--- config.mk ---
export PLATFORM = sky130hd
export DESIGN_NAME = sc_char_rx
export DESIGN_NICKNAME = d
export VERILOG_FILES = /design/src/rtl/sc_rx_pkg.sv /design/src/rtl/sc_rx_sync.sv /design/src/rtl/sc_rx_framer.sv /design/src/rtl/sc_rx_status.sv /design/src/rtl/sc_char_rx.sv
export SDC_FILE = /design/constraint.sdc
export NUM_CORES = 1
export LEC_CHECK = 0
export ABC_AREA = 1
export BUFFER_PORTS_ARGS = -buffer_cell sky130_fd_sc_hd__buf_2
export CAP_MARGIN = 20
export CORE_ASPECT_RATIO = 1.1
export CORE_UTILIZATION = 34
export CTS_BUF_LIST = sky130_fd_sc_hd__clkbuf_4
export DETAILED_ROUTE_END_ITERATION = 12
export PLACE_DENSITY = 0.59
export SKIP_LAST_GASP = 1
export SLEW_MARGIN = 40
export SYNTH_ARGS = -nofsm -noshare
export SYNTH_HDL_FRONTEND = slang
export SYNTH_SLANG_ARGS = --single-unit
--- constraint.sdc ---
create_clock -name clk -period 1.7 [get_ports clk]
set_input_delay 0.34 -clock clk [delete_from_list [all_inputs] [get_ports clk]]
set_output_delay 0.34 -clock clk [all_outputs]
set_load 0.02 [all_outputs]
--- src/rtl/sc_rx_pkg.sv ---
// Package: shared constants and types for the smart card character receiver.
// Assumes one fixed character format: 8 data bits plus one parity bit.
package sc_rx_pkg;

    localparam int SC_DATA_BITS  = 8;
    localparam int SC_FRAME_BITS = SC_DATA_BITS + 1;

    // Framer sequencing states
    typedef enum logic [2:0] {
        FR_IDLE    = 3'd0,
        FR_START   = 3'd1,
        FR_BITS    = 3'd2,
        FR_TAIL    = 3'd3,
        FR_ERRSIG  = 3'd4,
        FR_RECOVER = 3'd5
    } fr_state_t;

    // One completed character as handed from framer to status logic
    typedef struct packed {
        logic [SC_DATA_BITS-1:0] data;
        logic                    par_ok;
    } rx_char_t;

endpackage

--- src/rtl/sc_rx_sync.sv ---
// Module: sc_rx_sync
// Brings the asynchronous I/O line into the clock domain through a flop chain.
// Assumes STAGES >= 2. The chain resets to 1, the idle level of the line.
module sc_rx_sync #(
    parameter int STAGES = 2
) (
    input  logic clk,
    input  logic rst_n,
    input  logic async_in,
    output logic sync_out
);

    logic [STAGES-1:0] chain;

    // Shift the line level through the synchronizer chain
    always_ff @(posedge clk) begin
        if (!rst_n) begin
            chain <= '1;
        end else begin
            chain <= {chain[STAGES-2:0], async_in};
        end
    end

    assign sync_out = chain[STAGES-1];

endmodule

--- src/rtl/sc_rx_framer.sv ---
// Module: sc_rx_framer
// Detects the start bit and samples nine bits at mid-ETU. It reports each finished
// character as a one-cycle pulse, and drives the error signal after a bad parity bit.
// Assumes line_s is already synchronized. CLKS_PER_ETU is even and at least 4.
module sc_rx_framer
    import sc_rx_pkg::*;
#(
    parameter int CLKS_PER_ETU = 16,
    parameter int ERR_ETUS     = 2
) (
    input  logic     clk,
    input  logic     rst_n,
    input  logic     line_s,
    output logic     char_done,
    output rx_char_t char_out,
    output logic     drive_low
);

    localparam int HALF_ETU = CLKS_PER_ETU / 2;
    localparam int ERR_LEN  = ERR_ETUS * CLKS_PER_ETU;
    localparam int MAX_CNT  = (ERR_LEN > CLKS_PER_ETU) ? ERR_LEN : CLKS_PER_ETU;
    localparam int CW       = $clog2(MAX_CNT + 1);
    localparam int IW       = $clog2(SC_FRAME_BITS + 1);

    localparam logic [CW-1:0] HALF_LAST = CW'(HALF_ETU - 1);
    localparam logic [CW-1:0] ETU_LAST  = CW'(CLKS_PER_ETU - 1);
    localparam logic [CW-1:0] ERR_LAST  = CW'(ERR_LEN - 1);
    localparam logic [IW-1:0] IDX_LAST  = IW'(SC_FRAME_BITS - 1);

    fr_state_t                state;
    logic [CW-1:0]            cnt;
    logic [IW-1:0]            bit_idx;
    logic [SC_FRAME_BITS-1:0] shreg;
    logic                     done_q;
    logic                     par_ok;

    // Even parity over the eight data bits and the parity bit
    always_comb begin
        par_ok = ~(^shreg);
    end

    // Sequence one character: start check, bit sampling, tail, error signal, recovery
    always_ff @(posedge clk) begin
        if (!rst_n) begin
            state   <= FR_IDLE;
            cnt     <= '0;
            bit_idx <= '0;
            shreg   <= '0;
            done_q  <= 1'b0;
        end else begin
            done_q <= 1'b0;
            unique case (state)
                FR_IDLE: begin
                    cnt <= '0;
                    if (!line_s) begin
                        state <= FR_START;
                    end
                end
                FR_START: begin
                    if (cnt == HALF_LAST) begin
                        cnt     <= '0;
                        bit_idx <= '0;
                        state   <= line_s ? FR_IDLE : FR_BITS;
                    end else begin
                        cnt <= cnt + 1'b1;
                    end
                end
                FR_BITS: begin
                    if (cnt == ETU_LAST) begin
                        cnt     <= '0;
                        shreg   <= {line_s, shreg[SC_FRAME_BITS-1:1]};
                        bit_idx <= bit_idx + 1'b1;
                        if (bit_idx == IDX_LAST) begin
                            done_q <= 1'b1;
                            state  <= FR_TAIL;
                        end
                    end else begin
                        cnt <= cnt + 1'b1;
                    end
                end
                FR_TAIL: begin
                    if (cnt == HALF_LAST) begin
                        cnt   <= '0;
                        state <= par_ok ? FR_RECOVER : FR_ERRSIG;
                    end else begin
                        cnt <= cnt + 1'b1;
                    end
                end
                FR_ERRSIG: begin
                    if (cnt == ERR_LAST) begin
                        cnt   <= '0;
                        state <= FR_RECOVER;
                    end else begin
                        cnt <= cnt + 1'b1;
                    end
                end
                FR_RECOVER: begin
                    cnt <= '0;
                    if (line_s) begin
                        state <= FR_IDLE;
                    end
                end
                default: state <= FR_IDLE;
            endcase
        end
    end

    assign char_done      = done_q;
    assign char_out.data  = shreg[SC_DATA_BITS-1:0];
    assign char_out.par_ok = par_ok;
    assign drive_low      = (state == FR_ERRSIG);

    // the completion pulse lasts exactly one cycle
    assert_done_single_R2: assert property (@(posedge clk) disable iff (!rst_n)
        char_done |=> !char_done);

    // the error signal only starts after a character with bad parity
    assert_drive_after_bad_R4: assert property (@(posedge clk) disable iff (!rst_n)
        $rose(drive_low) |-> !char_out.par_ok);

endmodule

--- src/rtl/sc_rx_status.sv ---
// Module: sc_rx_status
// Holds the receive data register and the three status flags, and forms the
// two interrupts. Assumes char_done is a one-cycle pulse with char_in valid.
module sc_rx_status
    import sc_rx_pkg::*;
(
    input  logic                    clk,
    input  logic                    rst_n,
    input  logic                    char_done,
    input  rx_char_t                char_in,
    input  logic                    rd_strobe,
    input  logic                    per_clr,
    input  logic                    ovr_clr,
    input  logic                    rx_ie,
    output logic [SC_DATA_BITS-1:0] rx_data,
    output logic                    rx_full,
    output logic                    par_err,
    output logic                    ovr_err,
    output logic                    rx_irq,
    output logic                    err_irq
);

    logic [SC_DATA_BITS-1:0] data_q;
    logic                    full_q;
    logic                    per_q;
    logic                    ovr_q;

    // Apply the clears first, then let a completed character's outcome override them
    always_ff @(posedge clk) begin
        if (!rst_n) begin
            data_q <= '0;
            full_q <= 1'b0;
            per_q  <= 1'b0;
            ovr_q  <= 1'b0;
        end else begin
            if (rd_strobe) full_q <= 1'b0;
            if (per_clr)   per_q  <= 1'b0;
            if (ovr_clr)   ovr_q  <= 1'b0;
            if (char_done) begin
                if (!char_in.par_ok) begin
                    data_q <= char_in.data;
                    per_q  <= 1'b1;
                end else if (per_q || ovr_q) begin
                    data_q <= data_q;
                end else if (full_q) begin
                    ovr_q <= 1'b1;
                end else begin
                    data_q <= char_in.data;
                    full_q <= 1'b1;
                end
            end
        end
    end

    // Interrupt outputs, gated by the enable
    always_comb begin
        rx_irq  = full_q & rx_ie;
        err_irq = (per_q | ovr_q) & rx_ie;
    end

    assign rx_data = data_q;
    assign rx_full = full_q;
    assign par_err = per_q;
    assign ovr_err = ovr_q;

    // a clean good character raises the data-ready flag
    assert_good_commit_R2: assert property (@(posedge clk) disable iff (!rst_n)
        (char_done && char_in.par_ok && !per_q && !ovr_q && !full_q) |=> full_q);

    // a bad character flags parity and leaves data-ready alone
    assert_bad_keeps_full_R3: assert property (@(posedge clk) disable iff (!rst_n)
        (char_done && !char_in.par_ok && !rd_strobe) |=> (per_q && $stable(full_q)));

    // an overrun keeps the old byte
    assert_overrun_holds_R6: assert property (@(posedge clk) disable iff (!rst_n)
        (char_done && char_in.par_ok && full_q && !per_q && !ovr_q && !ovr_clr)
        |=> (ovr_q && $stable(data_q)));

    // a good character arriving with a pending error is dropped
    assert_discard_R7: assert property (@(posedge clk) disable iff (!rst_n)
        (char_done && char_in.par_ok && (per_q || ovr_q) && !rd_strobe)
        |=> ($stable(data_q) && $stable(full_q)));

    // a read without a completing character empties the register
    assert_read_clears_R8: assert property (@(posedge clk) disable iff (!rst_n)
        (rd_strobe && !char_done) |=> !full_q);

endmodule

--- src/rtl/sc_char_rx.sv ---
// Module: sc_char_rx (top)
// Smart card character receiver: synchronizer, framer with error signalling,
// and the status/data register. Assumes the I/O line is pulled up externally
// and that io_drive_low enables an open-drain pull-down.
module sc_char_rx
    import sc_rx_pkg::*;
#(
    parameter int CLKS_PER_ETU = 16,
    parameter int ERR_ETUS     = 2,
    parameter int SYNC_STAGES  = 2
) (
    input  logic                    clk,
    input  logic                    rst_n,
    input  logic                    io_line,
    output logic                    io_drive_low,
    input  logic                    rx_ie,
    input  logic                    rd_strobe,
    input  logic                    per_clr,
    input  logic                    ovr_clr,
    output logic [SC_DATA_BITS-1:0] rx_data,
    output logic                    rx_full,
    output logic                    par_err,
    output logic                    ovr_err,
    output logic                    rx_irq,
    output logic                    err_irq
);

    logic     line_s;
    logic     char_done;
    rx_char_t char_bus;

    sc_rx_sync #(
        .STAGES (SYNC_STAGES)
    ) u_sync (
        .clk      (clk),
        .rst_n    (rst_n),
        .async_in (io_line),
        .sync_out (line_s)
    );

    sc_rx_framer #(
        .CLKS_PER_ETU (CLKS_PER_ETU),
        .ERR_ETUS     (ERR_ETUS)
    ) u_framer (
        .clk       (clk),
        .rst_n     (rst_n),
        .line_s    (line_s),
        .char_done (char_done),
        .char_out  (char_bus),
        .drive_low (io_drive_low)
    );

    sc_rx_status u_status (
        .clk       (clk),
        .rst_n     (rst_n),
        .char_done (char_done),
        .char_in   (char_bus),
        .rd_strobe (rd_strobe),
        .per_clr   (per_clr),
        .ovr_clr   (ovr_clr),
        .rx_ie     (rx_ie),
        .rx_data   (rx_data),
        .rx_full   (rx_full),
        .par_err   (par_err),
        .ovr_err   (ovr_err),
        .rx_irq    (rx_irq),
        .err_irq   (err_irq)
    );

    // the error signal never coincides with a freshly completed character
    assert_drive_quiet_at_done_R4: assert property (@(posedge clk) disable iff (!rst_n)
        char_done |-> !io_drive_low);

endmodule

==> results_dict.tcl, run 1 <==
set metrics [dict create \
    timing.critical_path.buf_inv 2 \
    wire_length_of_the_first_global_routing_pass_mm 5.98 \
    sequentialPowerShare 0.491 \
    final.setup.worst_slack_ps 110 \
    vias 1585 \
    final_max_slew_viol_count 0 \
    holdCritPathClass "in2reg" \
    synth_top_area_cell "dfxtp_1" \
    ys.warnings.count 0 \
    clock_skew_ps 12.5 \
    violated_checks "DRC" \
    synthesis.nets 264 \
    tritoncts.num_buffers 5 \
    rsz0062_at_grt "yes" \
    post-synth-top-count-cell "nand2_1" \
    initial_utilization 0.353 \
    top_level_ports 21 \
    total_power_mw 1.84 \
    endpoint_kind "primary output" \
    drc 8 \
    status "finished, violations left" \
    reg2reg_slack_ps 140 \
    final_min_period_over_clock_period 0.935 \
    grt_antenna_before_repair 0 \
    avgRoutedWirePerCell_um 10.3 \
    p_switching_mw 0.528 \
    fmax_ghz 0.629 \
    postSynth.topFlopCell "dfxtp_1" \
    synth_enable_flop_cells 0 \
    worst_path_largest_cell_delay_ps 400 \
    place_ws_ps 105 \
    dp.final_hpwl_mm 2.66 \
    crit_type "reg2out" \
    setup_viol_count_final 0 \
    cells_along_the_critical_path "nor2_2 > nand2_1 > inv_2 > buf_2" \
    fill_cells 539 \
    syn-instance-count 254 \
    power_leakage_nw 0.887 \
    clock_slew_seen_by_the_registers_of_the_worst_setup_and_hold_paths_ps 110 \
    finalHoldViolations 0 \
    first_iter_violations 65 \
    relative_max_transition_margin 0.811 \
    gp_congestion 0.834 \
    yosys-top-cells-area "dfxtp_1 41%, nand2_1 12%, a21oi_1 8.5%" \
    layout-area-overhead-vs-synth_pct 16.3 \
    antenna_cells 0 \
    worst_ir_drop_vdd_v 0.000424 \
    route.detailed.vias_per_inst 4.62 \
    rows 27 \
    syn_avg_cell_area_um2 6.96 \
    critical_path_required_ps 1360 \
    cp_data_arrival_time_ps 1250 \
    tritoncts "yes" \
    master_of_the_slowest_instance_on_the_critical_path "dfxtp_1" \
    synth.distinct_cells 27 \
    vias_in_the_first_global_route 1395 \
    synth_seq_area_share 0.408 \
    synth-seq-cells 36 \
    crit_fanout 7 \
    die_area_um2 5490 \
    crit_family "flip-flops" \
    detail-route-antenna-nets 0 \
    internal_power_mw 1.31 \
    grt_use_total 0.138 \
    mappedNetlistArea_um2 1770 \
    coreArea_um2 5000 \
    clkSinkCount 36 \
    power_density_normalized_to_cell_area_nw_per_um2 896 \
    pre_antenna_drt_iters 10 \
    dieWidth_um 70.7 \
    power_frac_comb 0.171 \
    async_reset_ff_frac 0 \
    htree_num_levels 2 \
    layout_cells_sized_above_1 0.214 \
    power.switching_fraction 0.287 \
    clkPwrFrac 0.338 \
    worst_setup_path_start_kind "register" \
    worst_slew_pin_slew_ps 284 \
    timing.setup.tns_ps 0 \
    postCtsSetupRepairBufs 0 \
    detailed_place.area_um2 1970 \
    route.final.wire_length_mm 3.54 \
    die_h_um 77.6 \
    grt.overflow.total 0 \
    synth_top_cells_by_count "58 x nand2_1, 36 x dfxtp_1, 30 x a21oi_1" \
    final_net_count 294 \
    clock_path_buffers 2 \
    grt_start_max_net_pins 17 \
    finalWorstPathRequiredPeriod_ps 1590 \
    root_buffer "clkbuf_4" \
    fin_area_um2 2050 \
    max_cap_viol_count 0 \
    clock_insertion_delay_worst_skew_ps 350 \
    port-buffer-count 20 \
    synthDominantCellAreaShare 0.408 \
]
registers in the layout, summed over array words and instances (netlist names):
signal,count
u_framer.shreg,9
u_status.rx_data,8
u_framer.cnt,6
u_framer.bit_idx,4
u_framer.state,3
u_sync.chain,2
u_framer.char_done,1
u_status.ovr_err,1
u_status.par_err,1
u_status.rx_full,1
power groups by stage:
stage | clock network (mW) | registers [mW] | logic (mW)
2_1_floorplan | 0 | 0.914 | 0.249
3_3_place_gp | 0 | 0.920 | 0.314
3_5_place_dp | 0 | 0.920 | 0.314
4_1_cts | 0.645 | 0.901 | 0.315
5_1_grt | 0.669 | 0.909 | 0.356
6_report | 0.622 | 0.905 | 0.315
what timing repair did:
item,4_1_cts,5_1_grt
gates resized for setup,0,4
hold buffers,0,0
endpoints found under the setup margin,0,5
placed cells by master (no fill, tap or decap):
cell       instances
nand2_1           58
dfxtp_1           34
a21oi_1           30
inv_1             29
nand3_1           22
nor2_1            20
buf_2             20
o21ai_0           13
inv_2              6
nand2_2            6
clkbuf_4           6
buf_4              6
nor2_2             5
nand4_1            4
xor2_1             3
nor3_1             3
ha_1               3
nor2_4             2
or2_2              2
dfxtp_2            2
nand3_4            1
nand2_4            1
clkinv_1           1
o21ai_2            1
and3_1             1
o21ai_1            1
nand3_2            1
o211ai_1           1
a31oi_1            1
bufinv_16          1
clkinv_2           1
worst reg2reg max path: stages (launching register included):
cell     delay [ps]
dfxtp_2         370
ha_1            180
nand2_2          90
nor2_4          120
nand2_2          90
nand2_1         120
and3_1          180
nand2_2          90
nor2_2          100
nand2_1          60
a21oi_1         110
worst paths after layout:
check | cells after the start | end | start
worst max-delay path | 4 | io_drive_low | u_framer.state[0]$_SDFFE_PN0P_
worst min-delay path | 2 | u_sync.chain[0]$_SDFF_PN1_ | io_line
worst max register to register | 10 | u_framer.state[1]$_SDFFE_PN0P_ | u_framer.cnt[0]$_SDFFE_PN0P_
worst min register to register | 1 | u_sync.chain[1]$_SDFF_PN1_ | u_sync.chain[0]$_SDFF_PN1_
metrics by stage:
| stage | cells | utilization | hold slack [ps] |
|---|---|---|---|
| after floorplan | 254 | - | 393 |
| after global placement | 335 | 0.394 | 397 |
| after detailed placement | 335 | 0.394 | 401 |
| after CTS | 343 | 0.410 | 158 |
| after global routing | 343 | 0.411 | 182 |
| final | 343 | 0.411 | 177 |
area by class of cell:
| class | count | area (µm²) | area share |
|---|---|---|---|
| clock buffers | 6 | 45.0 | 0.0219 |
| flip-flops and latches | 36 | 723 | 0.352 |
| inverters | 36 | 135 | 0.0658 |
| multi-input cells | 179 | 898 | 0.437 |
| repair buffers | 26 | 145 | 0.0706 |
| well taps | 58 | 72.6 | 0.0353 |
| clock inverters | 2 | 35.0 | 0.0171 |
metal layers:
metal,vias to the layer above,track usage,share of wire
li1,875,-,-
met1,676,0.166,0.50
met2,28,0.235,0.45
met3,6,0.0364,0.036
met4,0,0.0540,0.018
met5,-,0,0
cells by family (layout without fill, tap and decap cells):
family	count (synthesis)	count (layout)	synth area share
and+or+nand+nor	126	126	0.334
xor gates and xnor gates	3	3	0.0149
DFF	36	36	0.408
adders and majority gates	3	3	0.0212
buffers and inverters	39	70	0.0850
AOI/OAI and AO/OA	47	47	0.137
Power figures use the tool's default switching activity.
==> run 2: changes to the inputs <==
- ABC_AREA: 1 -> default
==> run 2 against run 1 <==
Compared with the run above: the flow finishes with violations (setup timing); sequential cell count did not move; critical path depth rose by 2; via count fell by 4.6%; synthesized cell count fell by 26%; power fell by 17%; final area rose by 6.0%; wire length rose by 5.3%; setup slack got worse by 160 ps; sequential power fell by 5.9%; count of clock-buffer cells in the layout fell by 1; critical endpoint is now u_status.rx_data[7]$_SDFFE_PN0P_; largest power group unchanged.
==> results_dict.tcl, run 2 <==
set metrics [dict create \
    critical_path_required_ps 1950 \
    relative_max_transition_margin 0.678 \
    reg2reg_slack_ps -50 \
    grt_use_total 0.151 \
    die_area_um2 5260 \
    route.final.wire_length_mm 3.73 \
    placedCellCount 284 \
    finalWorstPathRequiredPeriod_ps 1750 \
    clock_insertion_delay_worst_skew_ps 340 \
    max_cap_viol_count 0 \
    gp_congestion 0.764 \
    first_iter_violations 51 \
    synthAdderAreaFrac 0.0222 \
    setup_viol_count_final 8 \
    crit_type "reg2reg" \
    grt.overflow.total 0 \
    crit_fanout 8 \
    async_reset_ff_frac 0 \
    fill_cells 458 \
    dp.final_hpwl_mm 2.67 \
    largest_register_ff_count 9 \
    coreArea_um2 4720 \
    vias_in_the_first_global_route 1445 \
    top_level_ports 21 \
    synth_compound_area_frac 0.204 \
    synth.distinct_cells 45 \
    route.detailed.vias_per_inst 5.13 \
    cts_hold_buffers 0 \
    layout.cells.non_filler 295 \
    largest_family_of_logic_cells_by_synthesized_area "simple AND/OR/NAND/NOR gates" \
    worst_setup_path_start_kind "register" \
    port-buffer-count 20 \
    r2r_start "u_framer.shreg[3]$_SDFFE_PN0P_" \
    synth_seq_area_share 0.426 \
    final_net_count 248 \
    total_power_mw 1.52 \
    clock_path_buffers 2 \
    worst_ir_drop_vdd_v 0.000441 \
    initial_utilization 0.358 \
    timing.setup.tns_ps -359 \
    cp_data_arrival_time_ps 2000 \
    rows 26 \
    postSynth.topFlopCell "dfxtp_1" \
    final_min_period_over_clock_period 1.03 \
    grt_start_max_net_pins 19 \
    drc 0 \
    antenna_cells 0 \
    die_h_um 76.0 \
    htree_num_levels 2 \
    final.setup.worst_slack_ps -50.8 \
    wire_length_of_the_first_global_routing_pass_mm 6.45 \
    power_leakage_nw 0.861 \
    clock_skew_ps 3.29 \
    clkSinkCount 36 \
    syn_avg_cell_area_um2 8.94 \
    r2r_end "u_status.rx_data[7]$_SDFFE_PN0P_" \
    holdCritPathClass "in2reg" \
    avgRoutedWirePerCell_um 12.6 \
    worst_r2r_path_cells 6 \
    synth_top_area_cell "dfxtp_1" \
    vias 1512 \
    tritoncts "yes" \
    most_frequent_cells_in_the_layout "31 x dfxtp_1, 29 x buf_4, 28 x nand2_1" \
    post-synth-top-count-cell "dfxtp_1" \
    clock_slew_seen_by_the_registers_of_the_worst_setup_and_hold_paths_ps 110 \
    tritoncts.num_buffers 5 \
    synth_top_cells_by_count "36 x dfxtp_1, 28 x nand2_1, 15 x a21oi_1" \
    grt_antenna_before_repair 0 \
    syn-instance-count 189 \
    cp-startpoint "u_framer.shreg[3]$_SDFFE_PN0P_" \
    pre_antenna_drt_iters 4 \
    endpoint_kind "register" \
    power_density_normalized_to_cell_area_nw_per_um2 699 \
    worst_slew_pin_slew_ps 479 \
    synth_simple_gate_area_share 0.221 \
    violated_checks "setup timing" \
    max_flop_register "u_framer.shreg" \
    layout_cells_sized_above_1 0.301 \
    yosys.area_share.xor_xnor 0.0822 \
    crit_path_end "u_status.rx_data[7]$_SDFFE_PN0P_" \
    finalHoldViolations 0 \
    synth-seq-cells 36 \
    synthesis.nets 199 \
    root_buffer "clkbuf_4" \
    mappedNetlistArea_um2 1690 \
    ys.warnings.count 0 \
    yosys-top-cells-area "dfxtp_1 43%, nand2_1 6.2%, a21oi_1 4.4%" \
    status "finished, violations left" \
    dieWidth_um 69.2 \
    fmax_ghz 0.571 \
    yosys-mux-area-fraction 0.0118 \
    synth_enable_flop_cells 0 \
    detail-route-antenna-nets 0 \
    fin_area_um2 2180 \
    place_ws_ps -103 \
    synthDominantCellAreaShare 0.426 \
    final_max_slew_viol_count 0 \
    layout.cells.most_common "dfxtp_1" \
    rsz0062_at_grt "yes" \
    layout-area-overhead-vs-synth_pct 28.9 \
    detailed_place.area_um2 2050 \
]
-- run 2: repair_timing --
item	4_1_cts	5_1_grt
resized for setup	0	10
cloned	0	1
pin swaps	2	0
setup buffers	1	1
setup endpoints to repair	8	23
-- run 2: worst min-delay path by stage --
stage | start | endpoint | cells after the start
finish | io_line | u_sync.chain[0]$_SDFF_PN1_ | 2
global route | io_line | u_sync.chain[0]$_SDFF_PN1_ | 2
detailed placement | u_sync.chain[0]$_SDFF_PN1_ | u_sync.chain[1]$_SDFF_PN1_ | 1
global placement | u_sync.chain[0]$_SDFF_PN1_ | u_sync.chain[1]$_SDFF_PN1_ | 1
floorplan | u_sync.chain[0]$_SDFF_PN1_ | u_sync.chain[1]$_SDFF_PN1_ | 1
CTS | io_line | u_sync.chain[0]$_SDFF_PN1_ | 2
-- run 2: per-stage QoR --
stage | hold WS, ps | utilization
after floorplan | 386 | -
after global placement | 394 | 0.435
after detailed placement | 395 | 0.435
after CTS | 154 | 0.454
after global routing | 157 | 0.462
final | 165 | 0.462
-- run 2: layout make-up --
type / instances / area [µm²] / area share
Tap cell: 56 / 70.1 / 0.0322
Timing Repair Buffer: 50 / 338 / 0.155
Clock inverter: 3 / 42.5 / 0.0195
Inverter: 7 / 26.3 / 0.0121
Multi-Input combinational cell: 138 / 937 / 0.430
Clock buffer: 5 / 37.5 / 0.0172
Sequential cell: 36 / 727 / 0.334
-- run 2: critical path, cell delays in order, from the launching register on --
cell and delay (ps):
dfxtp_2 350, xnor2_2 140, xnor3_2 480, xnor2_4 230, a211oi_4 80, buf_4 170, a22o_1 200
-- run 2: layer usage --
metal,share of wire,up-vias,GRT usage
li1,-,768,-
met1,0.46,709,0.193
met2,0.49,28,0.248
met3,0.039,7,0.0332
met4,0.015,0,0.0551
met5,0,-,0
-- run 2: cells by family after synthesis --
logic type	Yosys count
buffers and inverters	15
multiplexers	2
AO/OA/AOI/OAI	48
flip-flops	36
AND/OR/NAND/NOR	73
XOR/XNOR	12
adder cells (fa/ha/maj)	3
-- run 2: report_power, final --
group | internal (mW) | switching, mW
combinational | 0.0259 | 0.0310
clock | 0.307 | 0.308
sequential | 0.848 | 0.00403
==> run 3: changes to the inputs <==
- CORE_UTILIZATION: 34 -> 56
- CTS_BUF_LIST: sky130_fd_sc_hd__clkbuf_4 -> sky130_fd_sc_hd__clkbuf_4 sky130_fd_sc_hd__clkbuf_8 sky130_fd_sc_hd__clkbuf_16
- PLACE_DENSITY: 0.59 -> 0.85
==> run 3 against run 2 <==
Compared with the run above: the run still ends with setup timing left; non-clock buffer count fell by 5; sequential power barely moved; clock power fell by 1%; first-iteration DRC count rose by 47%; die area fell by 38%; power fell by 0.34%; fmax fell by 4.6%; global-route usage rose by 13 points; setup slack got worse by 84 ps; sequential cell count did not move; clock skew rose by 5.3 ps; largest power group unchanged.
==> results_dict.tcl, run 3 (same netlist as run 2, synthesis figures left out) <==
set metrics [dict create \
    status "finished, violations left" \
    violated_checks "setup timing" \
    finalHoldViolations 0 \
    worst_setup_path_start_kind "register" \
    avgRoutedWirePerCell_um 16.6 \
    drc 0 \
    master_of_the_slowest_instance_on_the_critical_path "xnor3_2" \
    clkSinkCount 36 \
    tritoncts.num_buffers 5 \
    layout_cells_sized_above_1 0.321 \
    place_ws_ps -88.7 \
    endpoint_kind "register" \
    gp_congestion 0.875 \
    route.detailed.vias_per_inst 5.93 \
    power_density_normalized_to_cell_area_nw_per_um2 708 \
    antenna_cells 0 \
    crit_type "reg2reg" \
    setup_viol_count_final 12 \
    grt_start_max_net_pins 19 \
    coreArea_um2 2830 \
    worst_path_largest_cell_delay_ps 410 \
    critical_path_required_ps 1940 \
    total_power_mw 1.52 \
    timing.setup.tns_ps -1320 \
    first_iter_violations 75 \
    final.setup.worst_slack_ps -135 \
    dp.final_hpwl_mm 2.99 \
    timing.critical_path.buf_inv 1 \
    root_buffer "clkbuf_4" \
    die_area_um2 3240 \
    clock_insertion_delay_worst_skew_ps 350 \
    worst_slew_pin_slew_ps 392 \
    layout.cells.non_filler 267 \
    worst_ir_drop_vdd_v 0.000683 \
    pre_antenna_drt_iters 4 \
    wire_length_of_the_first_global_routing_pass_mm 6.35 \
    grt_antenna_before_repair 0 \
    htree_num_levels 2 \
    grt.overflow.total 0 \
    most_frequent_cells_in_the_layout "28 x nand2_1, 28 x dfxtp_1, 22 x buf_4" \
    grt_use_total 0.279 \
    die_h_um 59.6 \
    power_leakage_nw 0.826 \
    top_level_ports 21 \
    cp_data_arrival_time_ps 2080 \
    clock_path_buffers 2 \
    cts_hold_buffers 0 \
    max_cap_viol_count 0 \
    rsz0062_at_grt "yes" \
    vias_in_the_first_global_route 1410 \
    fill_cells 195 \
    max_flop_register "u_framer.shreg" \
    dieWidth_um 54.4 \
    utilization 0.758 \
    tritoncts "yes" \
    vias 1584 \
    layout-area-overhead-vs-synth_pct 26.8 \
    clock_skew_ps 8.62 \
    finalWorstPathRequiredPeriod_ps 1830 \
    route.final.wire_length_mm 4.43 \
    initial_utilization 0.598 \
    rows 20 \
    detail-route-antenna-nets 0 \
    clock_slew_seen_by_the_registers_of_the_worst_setup_and_hold_paths_ps 120 \
    crit_family "XOR/XNOR gates" \
    placedCellCount 253 \
    final_net_count 243 \
    relative_max_transition_margin 0.737 \
    cells_along_the_critical_path "xor2_2 > xnor3_2 > xnor2_4 > a211oi_4 > buf_4 > a22o_1" \
    fin_area_um2 2140 \
    crit_fanout 8 \
    final_min_period_over_clock_period 1.08 \
    fmax_ghz 0.545 \
    final.hold.worst_slack_ps 169 \
    final_max_slew_viol_count 0 \
    detailed_place.area_um2 1950 \
    port-buffer-count 20 \
    largest_register_ff_count 9 \
    holdCritPathClass "in2reg" \
]
## run 3: cell types whose count changed in the layout (fill, tap and decap cells not counted), sizes merged
cell  delta
buf      -5
## run 3: cell type report
| type | count | area (µm²) | share of cell area |
|---|---|---|---|
| tap | 33 | 41.3 | 0.0193 |
| sequential | 36 | 731 | 0.341 |
| inverter | 7 | 26.3 | 0.0123 |
| multi-input combinational | 138 | 972 | 0.454 |
| clock buffer | 5 | 37.5 | 0.0175 |
| timing repair buffer | 45 | 293 | 0.137 |
| clock inverter | 3 | 42.5 | 0.0198 |
## run 3: path summary, 6_finish.rpt
| check | start | to | slack (ps) | cells after the start |
|---|---|---|---|---|
| worst max-delay path | u_framer.shreg[1]$_SDFFE_PN0P_ | u_status.rx_data[4]$_SDFFE_PN0P_ | -130 | 6 |
| worst min-delay path | io_line | u_sync.chain[0]$_SDFF_PN1_ | 170 | 2 |
| worst max register to register | u_framer.shreg[1]$_SDFFE_PN0P_ | u_status.rx_data[4]$_SDFFE_PN0P_ | -130 | 6 |
| worst min register to register | u_sync.chain[0]$_SDFF_PN1_ | u_sync.chain[1]$_SDFF_PN1_ | 440 | 1 |
## run 3: routing by layer
| metal | part of all wire | track usage |
|---|---|---|
| met2 | 0.53 | 0.497 |
| met3 | 0.052 | 0.0692 |
| met4 | 0.022 | 0.0989 |
| met5 | 0 | 0 |
| met1 | 0.39 | 0.312 |
## run 3: report_power, final
group / total, mW / internal (mW) / switching, mW
Sequential: 0.852 / 0.848 / 0.00372
Clock: 0.607 / 0.306 / 0.301
Combinational: 0.0587 / 0.0245 / 0.0342
## run 3: what timing repair did
item / in CTS / in global routing
setup endpoints to repair: 12 / 29
endpoints found under the hold margin: 0 / 0
setup buffers: 2 / 3
cloned: 0 / 1
pin swaps: 2 / 2
gates resized for setup: 2 / 17
